**src/rtl/regfifo.sv**
```systemverilog
module regfifo #(
  parameter int DEPTH = 64,
  parameter int DW = 8,
  parameter int ADDR_W = 6,
  parameter logic [ADDR_W-1:0] DATA_ADDR = 6'h09,
  parameter logic [ADDR_W-1:0] LEVEL_ADDR = 6'h0A
) (
  input  logic              clk,
  input  logic              rst_n,
  input  logic [ADDR_W-1:0] reg_addr,
  input  logic              reg_wr,
  input  logic              reg_rd,
  input  logic [DW-1:0]     reg_wdata,
  output logic [DW-1:0]     reg_rdata,
  input  logic              side_push,
  input  logic [DW-1:0]     side_wdata,
  input  logic              side_pop,
  output logic [DW-1:0]     side_rdata,
  output logic [$clog2(DEPTH):0] fill,
  output logic              overflow
);
  localparam int AW = $clog2(DEPTH);
  localparam int CW = AW + 1;
  localparam logic [AW-1:0] LAST = AW'(DEPTH - 1);

  logic [DW-1:0] mem [DEPTH];
  logic [AW-1:0] rptr, wptr;
  logic [CW-1:0] cnt;

  wire bus_push = reg_wr && (reg_addr == DATA_ADDR);
  wire bus_pop  = reg_rd && (reg_addr == DATA_ADDR);
  wire flush    = reg_wr && (reg_addr == LEVEL_ADDR) && reg_wdata[DW-1];
  wire empty    = (cnt == '0);
  wire full     = (cnt == CW'(DEPTH));
  wire pop_ok   = (bus_pop || side_pop) && !empty;
  wire push_req = bus_push || side_push;
  wire push_ok  = push_req && (!full || pop_ok);
  wire [DW-1:0] push_byte = bus_push ? reg_wdata : side_wdata;
  wire [DW-1:0] head = empty ? '0 : mem[rptr];

  assign side_rdata = head;
  assign fill = cnt;

  always_comb begin
    reg_rdata = '0;
    if (reg_rd) begin
      if (reg_addr == DATA_ADDR) reg_rdata = head;
      else if (reg_addr == LEVEL_ADDR) reg_rdata[CW-1:0] = cnt;
    end
  end

  always_ff @(posedge clk)
    if (push_ok && !flush) mem[wptr] <= push_byte;

  always_ff @(posedge clk or negedge rst_n) begin
    if (!rst_n) begin
      rptr <= '0;
      wptr <= '0;
      cnt <= '0;
      overflow <= 1'b0;
    end else if (flush) begin
      rptr <= '0;
      wptr <= '0;
      cnt <= '0;
      overflow <= 1'b0;
    end else begin
      if (pop_ok) rptr <= (rptr == LAST) ? '0 : rptr + 1'b1;
      if (push_ok) wptr <= (wptr == LAST) ? '0 : wptr + 1'b1;
      cnt <= cnt + CW'(push_ok) - CW'(pop_ok);
      if (push_req && !push_ok) overflow <= 1'b1;
    end
  end
endmodule


```
**config.mk**
```make
export PLATFORM = sky130hd
export DESIGN_NAME = regfifo
export DESIGN_NICKNAME = d
export VERILOG_FILES = /design/src/rtl/regfifo.sv
export SDC_FILE = /design/constraint.sdc
export NUM_CORES = 1
export LEC_CHECK = 0
export ABC_AREA = 0
export BUFFER_PORTS_ARGS = -buffer_cell sky130_fd_sc_hd__buf_2
export CAP_MARGIN = 25
export CORE_MARGIN = 4
export CORE_UTILIZATION = 45
export CTS_CLUSTER_DIAMETER = 30
export DETAILED_ROUTE_END_ITERATION = 8
export PLACE_DENSITY = 0.68
export SYNTH_ARGS = -nofsm -noshare
export SYNTH_HDL_FRONTEND = slang
export SYNTH_SLANG_ARGS = --single-unit
```
**constraint.sdc**
```tcl
create_clock -name clk -period 4.4 [get_ports clk]
set_input_delay 0.44 -clock clk [delete_from_list [all_inputs] [get_ports clk]]
set_output_delay 0.44 -clock clk [all_outputs]
set_load 0.03 [all_outputs]
```
==> results.md <==
- Status: complete, no violations
- Overall Global Routing Usage: 19.7%
- Area Overhead vs Synth: 21.8%
- Largest net degree at the start of global routing: 65
- CTS tree: built
- CTS H-tree depth: 3
- Rows: ~80
- R2r setup slk: roughly 450 ps
- Die Ht: between 200 and 250 µm
- Worst hold slack: around 210 ps
- Fmax: 0.241 GHz
- Initial antenna violation count: 1
- Leak pwr: 8.93 nW
- Number of buffers added on ports: a little over 50
- I/O pin count: 52
- Clock Skew: approximately 23 ps
- Slew HR: 42.4%
- TritonCTS sink count: 532
- Starting Density: a little under half
- Share of cells above drive strength 1: around a third
- N_diodes: 0
- Hold_sp: side_pop
- Router iterations before antenna repair: 5
- Post-synth EDFFs: ~510
- CP max FO: 16
- Power per cell area: slightly below 700 nW/µm²
- TritonCTS buffer count: slightly above 90
- Dominant cells by area after synthesis: edfxtp_1 (72%), mux4_2 (11%), mux2i_1 (3.1%)
- Reg-to-Reg Start: fill[4]
- Via density per instance: ~6
- CP Class: reg -> out
- Synthesized area per cell: ~19 µm²
- Count leader, synth: edfxtp_1
- Synthesized Nets: 1164
- Syn Inst Count: 1125
- Initial DRC Count: 1168
- GR Overflow Total: 0
- Ys flop type: edfxtp_1
- First-pass GRT wire length: 74.8 mm
- Die footprint: 51300 µm²
- Total Wirelength: between 50 and 60 mm
- Synth cell count leaders: edfxtp_1 (512), mux4_2 (107), nor2_1 (95), mux2i_1 (67), a21oi_1 (28)
- Final nets: ~1400
- Synth async-reset ratio: 3.76%
- Routed Antenna Nets: 0
- Core area: between 40000 and 50000 µm²
- Die X: 226 µm
- Cell area after synthesis: ~21000 µm²
- Number of synthesized register bits: around 530
- Final RePlAce weighted congestion: approximately 0.84
- R2R cell count: 14
- Clock tree buffer depth: 3
- Sequential share of the synthesized area: between 70% and 80%
- DRC viols: 0
- Final hold violation count: 0
- CTS Root Cell: clkbuf_16
- Non-Filler Cell Area, Final: between 20000 and 30000 µm²
- Post-synth top area cell: edfxtp_1
- Avg WL per Cell: about 25 µm
- RSZ-0062 raised after global routing: false
- Post-synth top area share: between 70 and 80%
- Via count: 11700
- Number of global-route vias before repair: 11900
- Req. time, crit path: between 3000 and 4000 ps
- Hold Path Class: in -> reg
- Clock-pin transition on the worst setup and hold timing paths: roughly 50 ps
- Worst-Margin Slew: 861 ps
- Warnings, synthesis: 0
- CP Data Arrival Time: 3710 ps
- Count of final setup violators: 0
- Worst VDD drop: 0.344 mV
- Clock Latency Late Sink: ~620 ps
- Final min period: 4150 ps
- FF-to-FF End: fill[6]
- Post-route clock period utilization: about 94%
- TNS Setup: 0 ps
- Max-slew violations: 0
- Startpoint class of the critical path: register
- Hold path cells: 4
- WHS Endpoint: overflow
- Endpoint class of the critical path: output port
- Synth cell types: a little under 60
- DP Area: approximately 23000 µm²
- DP HPWL: roughly 32 mm
- MaxCap Viol Count: 0
## where the power goes
part | switching [mW] | internal (mW)
registers | 0.358 | 5.82
logic | 2.89 | 2.07
clock network | 2.45 | 4.43
total | 5.70 | 12.3
## per-stage QoR
stage,setup slack [ps],power (mW),util (%),instances
2_1_floorplan,934,9.47,-,1125
3_3_place_gp,614,11.0,49.1,1825
3_5_place_dp,517,11.1,49.2,1826
4_1_cts,49.6,18.0,55.7,1994
5_1_grt,84.5,18.7,55.8,1997
6_report,255,18.0,55.8,1997
## layer usage
| metal | up-vias | GRT usage [%] | share of wire (%) | wire length, µm |
|---|---|---|---|---|
| li1 | 5014 | - | - | - |
| met1 | 5987 | 26.9 | 41 | 20600 |
| met2 | 548 | 31.1 | 47 | 23800 |
| met3 | 114 | 4.54 | 8.6 | 4350 |
| met4 | 0 | 8.23 | 3.6 | 1830 |
| met5 | - | 0 | 0 | 0 |
## worst max-delay path by stage
stage | end | depth (start not counted) | slack, ps | startpoint
floorplan | fill[6] | 14 | 930 | fill[2]
global placement | fill[6] | 13 | 610 | reg_addr[2]
detailed placement | fill[6] | 14 | 520 | fill[5]
CTS | reg_rdata[7] | 8 | 50 | rptr[0]
global route | reg_rdata[2] | 7 | 80 | rptr[0]
finish | reg_rdata[7] | 8 | 250 | rptr[0]
## registers in the layout, indices dropped and copies added (netlist names)
name and cells:
fill 7, mem 512, overflow 1, rptr 6
wptr 6
## logic make-up (layout without fill, tap and decap cells)
logic type	after synthesis	count (layout)	share of synthesized area [%]
flops	532	532	73.9
mux	184	184	14.9
compound gates	131	131	4.32
buf+inv	76	341	1.68
fa+ha+maj	11	11	0.676
simple gates	182	182	4.13
xor+xnor	9	9	0.367
## area by class of cell
class	count	area [µm²]
sequential	532	15900
fill	3534	20700
tap	607	759
inverter	9	33.8
timing repair buffer	165	1200
clock inverter	64	682
clock buffer	103	2360
multi-input combinational	517	5230
## critical path, stage by stage, from the launching register on
cell	delay [ps]
dfrtp_4	690
buf_4	310
mux4_2	520
mux4_2	470
mux2i_1	270
nor2_1	100
a211o_1	370
and2_1	180
buf_2	170
## placed cells by master, fill, tap and decap left out, types with 9 or more instances in the layout
cell	n
a21oi_1	28
a22o_1	18
a22oi_1	16
buf_2	51
buf_4	106
bufinv_16	9
clkbuf_1	10
clkbuf_16	93
clkinv_1	12
clkinvlp_4	10
dfrtp_1	17
edfxtp_1	512
ha_1	10
inv_6	15
mux2_2	10
mux2i_1	67
mux4_2	107
nand2_1	24
nor2_1	95
o21ai_0	12
o22ai_1	9
## what timing repair did
item / in CTS / in global routing
setup endpoints to repair: 0 / 4
buffers inserted: 0 / 2
resized for setup: 0 / 0
endpoints found under the hold margin: 20 / 0
hold buffers: 1 / 0
Note: power is estimated with default switching activity, not from simulation.
